$ cat config.mk
export PLATFORM = sky130hd
export DESIGN_NAME = cal_scan_seq
export DESIGN_NICKNAME = d
export VERILOG_FILES = /design/src/rtl/cal_scan_pkg.sv /design/src/rtl/cal_scan_ctr.sv /design/src/rtl/cal_scan_level.sv /design/src/rtl/cal_scan_seq.sv
export SDC_FILE = /design/constraint.sdc
export NUM_CORES = 1
export LEC_CHECK = 0
export BUFFER_PORTS_ARGS = -buffer_cell sky130_fd_sc_hd__buf_2
export CORE_MARGIN = 3
export CORE_UTILIZATION = 45
export DETAILED_ROUTE_END_ITERATION = 10
export GPL_TIMING_DRIVEN = 0
export PLACE_DENSITY = 0.67
export SLEW_MARGIN = 20
export SYNTH_ARGS = -nofsm -noshare
export SYNTH_HDL_FRONTEND = slang
export SYNTH_SLANG_ARGS = --single-unit
$ cat constraint.sdc
create_clock -name clk -period 8.3 [get_ports clk]
set_input_delay 2.49 -clock clk [delete_from_list [all_inputs] [get_ports clk]]
set_output_delay 2.49 -clock clk [all_outputs]
set_load 0.01 [all_outputs]
$ cat src/rtl/cal_scan_pkg.sv
package cal_scan_pkg;

  // Sequencer phases
  typedef enum logic [2:0] {
    ST_IDLE,
    ST_THR_WT,   // threshold load in flight
    ST_CAL_WT,   // calibration level load in flight
    ST_SETTLE,   // switch open, level settling
    ST_CONV,     // switch closed, waiting for conversion
    ST_EMIT,     // record offered downstream
    ST_ZERO_WT   // parking the calibration output at zero
  } scan_state_t;

endpackage

$ cat src/rtl/cal_scan_ctr.sv
module cal_scan_ctr #(
  parameter int W = 8
) (
  input  logic         clk,
  input  logic         rst,
  input  logic         clr,
  input  logic         inc,
  output logic [W-1:0] count
);

  always_ff @(posedge clk) begin
    if (rst || clr) begin
      count <= '0;
    end else if (inc) begin
      count <= count + 1'b1;
    end
  end

endmodule

$ cat src/rtl/cal_scan_level.sv
module cal_scan_level #(
  parameter int W = 12
) (
  input  logic         clk,
  input  logic         rst,
  input  logic         load_first,
  input  logic         advance,
  input  logic [W-1:0] step,
  output logic [W-1:0] level,
  output logic [W-1:0] level_next
);

  // Running amplitude: replaces a multiplier by one adder
  assign level_next = level + step;

  always_ff @(posedge clk) begin
    if (rst) begin
      level <= '0;
    end else if (load_first) begin
      level <= step;
    end else if (advance) begin
      level <= level_next;
    end
  end

endmodule

$ cat src/rtl/cal_scan_seq.sv
module cal_scan_seq
  import cal_scan_pkg::*;
#(
  parameter int NUM_CH   = 4,
  parameter int DAC_W    = 12,
  parameter int ADC_W    = 14,
  parameter int STEP_W   = 8,
  parameter int REP_W    = 11,
  parameter int SETTLE_W = 8,
  localparam int CH_W    = (NUM_CH > 1) ? $clog2(NUM_CH) : 1
) (
  input  logic                clk,
  input  logic                rst,
  input  logic                start,
  input  logic                abort,
  input  logic [DAC_W-1:0]    cfg_step_size,
  input  logic [STEP_W-1:0]   cfg_num_steps,
  input  logic [REP_W-1:0]    cfg_repeats,
  input  logic [SETTLE_W-1:0] cfg_settle,
  input  logic [DAC_W-1:0]    cfg_threshold,
  output logic                dac_load,
  output logic                dac_sel,
  output logic [DAC_W-1:0]    dac_word,
  input  logic                dac_done,
  output logic                pulse_sw,
  output logic [CH_W-1:0]     ch_sel,
  output logic                adc_start,
  input  logic                adc_valid,
  input  logic [ADC_W-1:0]    adc_data,
  output logic                rec_valid,
  input  logic                rec_ready,
  output logic [CH_W-1:0]     rec_channel,
  output logic [STEP_W-1:0]   rec_step,
  output logic [ADC_W-1:0]    rec_data,
  output logic                rec_last,
  output logic                busy
);

  localparam int CH_CW = CH_W + 1;
  localparam logic [CH_CW-1:0] CH_LAST = CH_CW'(NUM_CH - 1);

  scan_state_t st, nxt;

  // Configuration captured at start
  logic [DAC_W-1:0]    step_cap;
  logic [STEP_W-1:0]   steps_lim;
  logic [REP_W-1:0]    reps_lim;
  logic [SETTLE_W-1:0] settle_cap;
  logic                abort_pend;

  // Loop counters
  logic [CH_CW-1:0]    ch_cnt;
  logic [STEP_W-1:0]   stp_cnt;
  logic [REP_W-1:0]    rep_cnt;
  logic [SETTLE_W-1:0] set_cnt;
  logic [DAC_W-1:0]    level, level_next;

  logic ch_clr, ch_inc, stp_clr, stp_inc, rep_clr, rep_inc, set_clr, set_inc;
  logic lvl_first, lvl_adv;
  logic ld_req, ld_sel;
  logic [DAC_W-1:0] ld_word;
  logic sw_close, sw_open, rec_set, rec_clr, pend_set, cfg_cap;
  logic ch_last, stp_last, rep_last, set_last;

  assign ch_last  = (ch_cnt == CH_LAST);
  assign stp_last = (stp_cnt == steps_lim - 1'b1);
  assign rep_last = (rep_cnt == reps_lim - 1'b1);
  assign set_last = (set_cnt == settle_cap);

  cal_scan_ctr #(.W(CH_CW)) u_ch_ctr (
    .clk(clk), .rst(rst), .clr(ch_clr), .inc(ch_inc), .count(ch_cnt)
  );

  cal_scan_ctr #(.W(STEP_W)) u_step_ctr (
    .clk(clk), .rst(rst), .clr(stp_clr), .inc(stp_inc), .count(stp_cnt)
  );

  cal_scan_ctr #(.W(REP_W)) u_rep_ctr (
    .clk(clk), .rst(rst), .clr(rep_clr), .inc(rep_inc), .count(rep_cnt)
  );

  cal_scan_ctr #(.W(SETTLE_W)) u_settle_ctr (
    .clk(clk), .rst(rst), .clr(set_clr), .inc(set_inc), .count(set_cnt)
  );

  cal_scan_level #(.W(DAC_W)) u_level (
    .clk(clk), .rst(rst), .load_first(lvl_first), .advance(lvl_adv),
    .step(step_cap), .level(level), .level_next(level_next)
  );

  // Next-state and strobe decode
  always_comb begin
    nxt       = st;
    ld_req    = 1'b0;
    ld_sel    = 1'b0;
    ld_word   = '0;
    ch_clr    = 1'b0;
    ch_inc    = 1'b0;
    stp_clr   = 1'b0;
    stp_inc   = 1'b0;
    rep_clr   = 1'b0;
    rep_inc   = 1'b0;
    set_clr   = 1'b0;
    set_inc   = 1'b0;
    lvl_first = 1'b0;
    lvl_adv   = 1'b0;
    sw_close  = 1'b0;
    sw_open   = 1'b0;
    rec_set   = 1'b0;
    rec_clr   = 1'b0;
    pend_set  = 1'b0;
    cfg_cap   = 1'b0;
    if (abort && st != ST_IDLE) begin
      sw_open = 1'b1;
      rec_clr = 1'b1;
      case (st)
        ST_THR_WT, ST_CAL_WT: begin
          if (dac_done) begin
            ld_req = 1'b1;
            nxt    = ST_ZERO_WT;
          end else begin
            pend_set = 1'b1;
          end
        end
        ST_ZERO_WT: begin
          if (dac_done) nxt = ST_IDLE;
        end
        default: begin
          ld_req = 1'b1;
          nxt    = ST_ZERO_WT;
        end
      endcase
    end else begin
      case (st)
        ST_IDLE: begin
          if (start) begin
            cfg_cap = 1'b1;
            ld_req  = 1'b1;
            ld_sel  = 1'b1;
            ld_word = cfg_threshold;
            ch_clr  = 1'b1;
            stp_clr = 1'b1;
            rep_clr = 1'b1;
            nxt     = ST_THR_WT;
          end
        end
        ST_THR_WT: begin
          if (dac_done) begin
            ld_req = 1'b1;
            if (abort_pend) begin
              nxt = ST_ZERO_WT;
            end else begin
              ld_word   = step_cap;
              lvl_first = 1'b1;
              nxt       = ST_CAL_WT;
            end
          end
        end
        ST_CAL_WT: begin
          if (dac_done) begin
            if (abort_pend) begin
              ld_req = 1'b1;
              nxt    = ST_ZERO_WT;
            end else begin
              set_clr = 1'b1;
              nxt     = ST_SETTLE;
            end
          end
        end
        ST_SETTLE: begin
          if (set_last) begin
            sw_close = 1'b1;
            nxt      = ST_CONV;
          end else begin
            set_inc = 1'b1;
          end
        end
        ST_CONV: begin
          if (adc_valid) begin
            sw_open = 1'b1;
            rec_set = 1'b1;
            nxt     = ST_EMIT;
          end
        end
        ST_EMIT: begin
          if (rec_ready) begin
            rec_clr = 1'b1;
            if (!rep_last) begin
              rep_inc = 1'b1;
              set_clr = 1'b1;
              nxt     = ST_SETTLE;
            end else if (!stp_last) begin
              rep_clr = 1'b1;
              stp_inc = 1'b1;
              lvl_adv = 1'b1;
              ld_req  = 1'b1;
              ld_word = level_next;
              nxt     = ST_CAL_WT;
            end else if (!ch_last) begin
              rep_clr   = 1'b1;
              stp_clr   = 1'b1;
              ch_inc    = 1'b1;
              lvl_first = 1'b1;
              ld_req    = 1'b1;
              ld_word   = step_cap;
              nxt       = ST_CAL_WT;
            end else begin
              ld_req = 1'b1;
              nxt    = ST_ZERO_WT;
            end
          end
        end
        ST_ZERO_WT: begin
          if (dac_done) nxt = ST_IDLE;
        end
        default: nxt = ST_IDLE;
      endcase
    end
  end

  // Registered state and outputs
  always_ff @(posedge clk) begin
    if (rst) begin
      st          <= ST_IDLE;
      busy        <= 1'b0;
      abort_pend  <= 1'b0;
      step_cap    <= '0;
      steps_lim   <= '0;
      reps_lim    <= '0;
      settle_cap  <= '0;
      dac_load    <= 1'b0;
      dac_sel     <= 1'b0;
      dac_word    <= '0;
      pulse_sw    <= 1'b0;
      adc_start   <= 1'b0;
      rec_valid   <= 1'b0;
      rec_channel <= '0;
      rec_step    <= '0;
      rec_data    <= '0;
      rec_last    <= 1'b0;
    end else begin
      st        <= nxt;
      busy      <= (nxt != ST_IDLE);
      dac_load  <= ld_req;
      adc_start <= sw_close;
      if (st == ST_IDLE) begin
        abort_pend <= 1'b0;
      end else if (pend_set) begin
        abort_pend <= 1'b1;
      end
      if (cfg_cap) begin
        step_cap   <= cfg_step_size;
        steps_lim  <= (cfg_num_steps == '0) ? STEP_W'(1) : cfg_num_steps;
        reps_lim   <= (cfg_repeats == '0) ? REP_W'(1) : cfg_repeats;
        settle_cap <= cfg_settle;
      end
      if (ld_req) begin
        dac_sel  <= ld_sel;
        dac_word <= ld_word;
      end
      if (sw_open) begin
        pulse_sw <= 1'b0;
      end else if (sw_close) begin
        pulse_sw <= 1'b1;
      end
      if (rec_clr) begin
        rec_valid <= 1'b0;
      end else if (rec_set) begin
        rec_valid   <= 1'b1;
        rec_channel <= ch_cnt[CH_W-1:0];
        rec_step    <= stp_cnt;
        rec_data    <= adc_data;
        rec_last    <= ch_last && stp_last && rep_last;
      end
    end
  end

  assign ch_sel = ch_cnt[CH_W-1:0];

endmodule

Word level (Yosys, flattened, before mapping):

Cells that the tools add are included.

* register bits: 128
* output and inout bits: 45

* reductions and logical operators: 18
* bitwise operators: 1
* add/subtract/negate cells: 7
* equal/unequal tests: 10
* multiplexer cells: 84

Operator list (number)
* $mux W12: 10
* $mux W1: 49
* $mux W3: 14
* $pmux W12 S3: 1
* $pmux W3 S7: 1
* $add A8 B1 Y8 const B: 2
* $eq A8 B8 Y1: 2
* $add A12 B12 Y12: 1
* $add A11 B1 Y11 const B: 1
* $eq A11 B11 Y1: 1
* $logic_not A11 Y1: 1
* $mux W11: 1
* $sub A11 B1 Y11 const B: 1
* $pmux W1 S2: 5
* $eq A3 B2 Y1 const B: 3
* $eq A3 B3 Y1 const B: 3
* $logic_not A8 Y1: 1
* $mux W8: 1
* $reduce_or A2 Y1: 4
* $sub A8 B1 Y8 const B: 1
* $pmux W3 S2: 1
* $reduce_bool A3 Y1: 2
* $logic_or A1 B1 Y1: 4
* $pmux W1 S4: 1
* other kinds (7): 9

Depth between registers and ports, before layout:

* word-level depth: 9
* depth in mapped cells: 11
* gate-level depth less buffers: 11

Hierarchy:

A second synthesis with hierarchy kept.

* cell total of the unflattened synthesis: 838
* area, all modules: 6658.9 sq um

Modules (own cells, without submodules)
* cal_scan_seq: times used 1, cells each 564, area each 4279.1 sq um
* cal_scan_level: times used 1, cells each 130, area each 1032.2 sq um
* cal_scan_ctr at u_settle_ctr ...: times used 2, cells each 38, area each 345.3 sq um
* cal_scan_ctr at u_rep_ctr: times used 1, cells each 57, area each 525.5 sq um
* cal_scan_ctr at u_ch_ctr: times used 1, cells each 11, area each 131.4 sq um

Least setup slack after synthesis:

OpenSTA, ideal clock, no wires.

* path type: input port to flip-flop
* start point: input port abort
* end point: register dac_word[2]
* stages: 9
* data required time: 8.232 ns
* slack: 4.097 ns
* setup time: 0.068 ns
* arrival: 4.135 ns
* cell sequence: clkbuf_1 -> nor2_1 -> a21oi_1 -> o221ai_1 -> a21oi_1 -> a31oi_2 -> or4_4 -> buf_6 -> o2bb2ai_2

* longest elaborated chain between the ends: 2
* elaborated cells on any way between the ends: 3

RTL lines
* start: declaration: RTL line cal_scan_seq.sv:15 `input logic abort,`
* $logic_and A1 B1 Y1 *: RTL line cal_scan_seq.sv:113 `if (abort && st != ST_IDLE) begin`
* $mux W12 / $mux W1 (equally long branches): RTL line cal_scan_seq.sv:113
* end signal: assignment: RTL line cal_scan_seq.sv:259 `dac_word <= ld_word;`
* end: declaration: RTL line cal_scan_seq.sv:23 `output logic [DAC_W-1:0] dac_word,`

Every way passes the cells marked *; elsewhere a longest branch is shown, timed or not.
A chain may end at the register's enable or synchronous reset.

Worst setup path after layout:

* start point: input port abort
* end point: register dac_word[5]

The elaborated chain is that of the path after synthesis.

==> key figures <==
GRT
  – Largest net degree at the start of global routing: 17
  – Global-route wire length before repair: 29.2 mm
  – Number of global-route vias before repair: 5807
  – Total track usage: 22.3%
  – Initial antenna violation count: 0
  – Total gr overflow: 0

Floorplanning
  – Core area: 0.0141 mm2
  – Die area: 0.0161 mm2
  – Die Wd: 127 um
  – # IOs: 117
  – Cell row count: 43
  – Die Ht: 127 um
  – Initial Util: 46.8%

Power and ir drop
  – Pint: 0.00147 W
  – Psw: 0.000795 W
  – Clock Power Share: 34.4%
  – Leak: 3.22 nW
  – Power Density: 282 mW/mm2
  – Flop pwr share: ~34%
  – Logic pwr share: approximately a third
  – Switch share: 35.1%
  – Peak supply drop: between 0.00015 and 0.0002 V

Synthesis
  – Warnings, synthesis: 0
  – Area contributors post-synth: dfxtp_1, nand2_1, a21oi_1
  – Area leader, netlist: dfxtp_1
  – Yosys top cell area share: 38.9%
  – Ys flop type: dfxtp_1
  – Synthesized area per cell: 8.04 um2
  – Most used standard cell by instance count after synthesis: nand2_1
  – Seq/Total Area, Yosys: 38.9%
  – Post-synthesis register bit count: between 100 and 150
  – Post-synth EDFFs: 0
  – Synth cell count leaders: nand2_1, dfxtp_1, a21oi_1
  – Async set-reset flop share out of synthesis: 0%
  – Synthesized Nets: 911
  – Count of cell types in the netlist: 63
  – Mapped cell area: 0.00660 mm2
  – Cells after synthesis: 820

Clock tree
  – Clk sinks: roughly 130
  – Hold Buf Count CTS: 0
  – Clock latency on the worst-skew pair: roughly 0.42 ns
  – Post-CTS setup buffer count: 0
  – Worst-case clock buffer depth: 2
  – TritonCTS clock tree: yes
  – H-tree depth: 4
  – TritonCTS Buffers: 17
  – Clock-pin slew on the worst setup and hold paths: 0.06 ns
  – Post-cts sizing count: 0
  – CTS root buffer: clkbuf_16

STA
  – RSZ-0062 raised after global routing: no
  – Slew HR: 46.0%
  – Slew @ Worst Pin: 0.800 ns
  – Setup TNS: 0 ns
  – Fin crit period: between 4 and 5 ns
  – Max Clk Rate: around 220 MHz
  – Final setup violation count: 0
  – Max Transition Viols Final: 0
  – Crit share post-route: between 50% and 60%
  – Fin. Hold Viols: 0
  – Worst Skew: 0.00894 ns

Route
  – Post-DR vias/cell: between 5 and 6
  – Met2 wire length: 8.09 mm
  – Vias: about 6300
  – DRT antenna net count: 0
  – Wire per inst: 15.6 um
  – Max layer used: met4
  – DRT iter0 DRCs: 505
  – Metal3 WL: 981 um
  – Remaining DRCs: 0
  – Pre-Repair DR Iteration Count: 7
  – Final wirelength: 17.9 mm
  – Met1 WL: 8.57 mm

Place
  – PortBufs: 116
  – Placer Congestion: ~0.92
  – Placed standard-cell area: 0.00741 mm2
  – HPWL after detailed placement: about 13 mm
  – Dpl cells: 1116

Setup path
  – Crit path max fanout: 10
  – Slowest CP cell: buf_1
  – Crit-path leading delay family: buffers and inverters
  – Cells on worst reg2reg path: 10
  – Crit. End Element: register
  – Crit path launch: abort
  – Bufs and invs on worst path: 3
  – Worst setup path end: dac_word[5]
  – R2r startpoint: reps_lim[2]
  – Reg-to-reg endpoint: u_level.level[10]
  – Critical Path RT: around 8.7 ns
  – Worst Setup Start Kind: primary input
  – Worst path depth: 10
  – Cells along the critical path: buf_2 > clkbuf_1 > nor2_1 > a21oi_1 > o221ai_1 > a21oi_1 > a31oi_2 > and2_1 > buf_1 > o2bb2ai_2
  – CP max stage delay: 0.53 ns
  – CP dominant cell by count: a21oi_1
  – R2R Setup Slk: about 4.7 ns
  – Crit path DAT: roughly 4.8 ns
  – WS Path Type: primary input to register

Finish
  – Cell area after layout: 0.00803 mm2
  – Final net count: between 1000 and 1500
  – Final Util: around 57%
  – Ant diodes: 0
  – Fraction of layout cells with a size suffix above 1: 18.9%
  – Number of standard cells in the final layout excluding fillers: 1148
  – Area added between synthesis and finish: 21.7%

Status
  – Status: finished, final reports clean

Job
  – Max Cap Viol: 0

Min path
  – Hold crit path type: register to register
kinds of logic (layout without fill, tap and decap cells):
family	count (synthesis)	count (layout)	share of synthesized area [%]
compound gates	179	179	18.9
xor+xnor	64	64	8.50
fa+ha+maj	19	19	3.72
buf+inv	68	216	4.29
flops	128	128	38.9
mux	5	5	0.778
simple gates	357	357	25.0
layer usage:
layer  GRT usage [%]  vias to the layer above
li1                -                     3161
met4            6.37                        0
met5               0                        -
met3            4.93                       23
met1            31.2                     2910
met2            34.8                      185
how the worst min path moves through the flow:
stage / start / to / slack (ns) / depth (start not counted)
2_1_floorplan: settle_cap[0] / settle_cap[0] / 0.45 / 2
6_report: rec_data[0] / rec_data[0] / 0.45 / 2
5_1_grt: rec_data[12] / rec_data[12] / 0.47 / 2
3_3_place_gp: rec_data[0] / rec_data[0] / 0.44 / 2
4_1_cts: rec_data[10] / rec_data[10] / 0.45 / 2
3_5_place_dp: rec_data[10] / rec_data[10] / 0.44 / 2
state kept, by name, summed over array words and instances (netlist names), 2 cells and up:
name / count
rec_channel: 2
dac_word: 12
u_level.level: 12
steps_lim: 8
rec_data: 14
u_step_ctr.count: 8
u_rep_ctr.count: 11
reps_lim: 11
step_cap: 12
rec_step: 8
settle_cap: 8
st: 3
u_settle_ctr.count: 8
u_ch_ctr.count: 3
through the flow:
stage / setup slack (ns) / hold WS (ns) / power [W]
after global routing: 3.68 / 0.472 / 0.00239
after floorplan: 4.10 / 0.448 / 0.00129
final: 3.85 / 0.451 / 0.00226
after CTS: 3.90 / 0.451 / 0.00227
after detailed placement: 3.47 / 0.443 / 0.00149
after global placement: 3.49 / 0.439 / 0.00148
area by class of cell:
class	count	area (um2)
multi-input cells	624	3760
repair buffers	116	581
plain buffers	45	196
fillers	1372	6070
well taps	180	225
clock buffers	23	488
clock inverters	9	130
inverters	23	86.3
flip-flops and latches	128	2560
worst reg2reg max path, cell delays in order (launching register included):
cell and delay [ns]:
dfxtp_1 0.30, buf_6 0.13, or4_4 0.53, or4_4 0.54, a2111oi_4 0.40, o211ai_4 0.19
nor4b_2 0.66, nand2_1 0.15, clkbuf_1 0.31, nand3_1 0.17, a31oi_1 0.09
placed cells by master (no fill, tap or decap), drive strengths merged, types with 3 or more instances in the layout:
master | Yosys | routed
a21o | 6 | 6
nand3 | 22 | 22
buf | 12 | 128
and3 | 10 | 10
a21oi | 86 | 86
inv | 23 | 23
bufinv | 0 | 3
a222oi | 9 | 9
o21ai | 16 | 16
nor2 | 70 | 70
or3 | 6 | 6
mux2i | 4 | 4
or2 | 6 | 6
nor3 | 20 | 20
o2bb2ai | 12 | 12
nor4 | 15 | 15
a211oi | 3 | 3
a311oi | 7 | 7
xnor2 | 37 | 37
dfxtp | 128 | 128
xor2 | 27 | 27
a2111oi | 3 | 3
a221oi | 3 | 3
nand2 | 165 | 165
nand2b | 4 | 4
or4 | 5 | 5
nand4 | 11 | 11
o31ai | 4 | 4
and2 | 5 | 5
clkinv | 0 | 5
clkbuf | 33 | 56
nand3b | 3 | 3
nor2b | 8 | 8
o211ai | 4 | 4
ha | 18 | 18
a31oi | 10 | 10
power groups by stage:
stage	combinational, W	sequential, W	clock, W
after CTS	0.000712	0.000770	0.000789
after global routing	0.000794	0.000784	0.000814
after floorplan	0.000518	0.000773	0
final	0.000714	0.000772	0.000779
after detailed placement	0.000705	0.000782	0
after global placement	0.000701	0.000783	0
No activity file was read; power rests on OpenSTA's default activity.
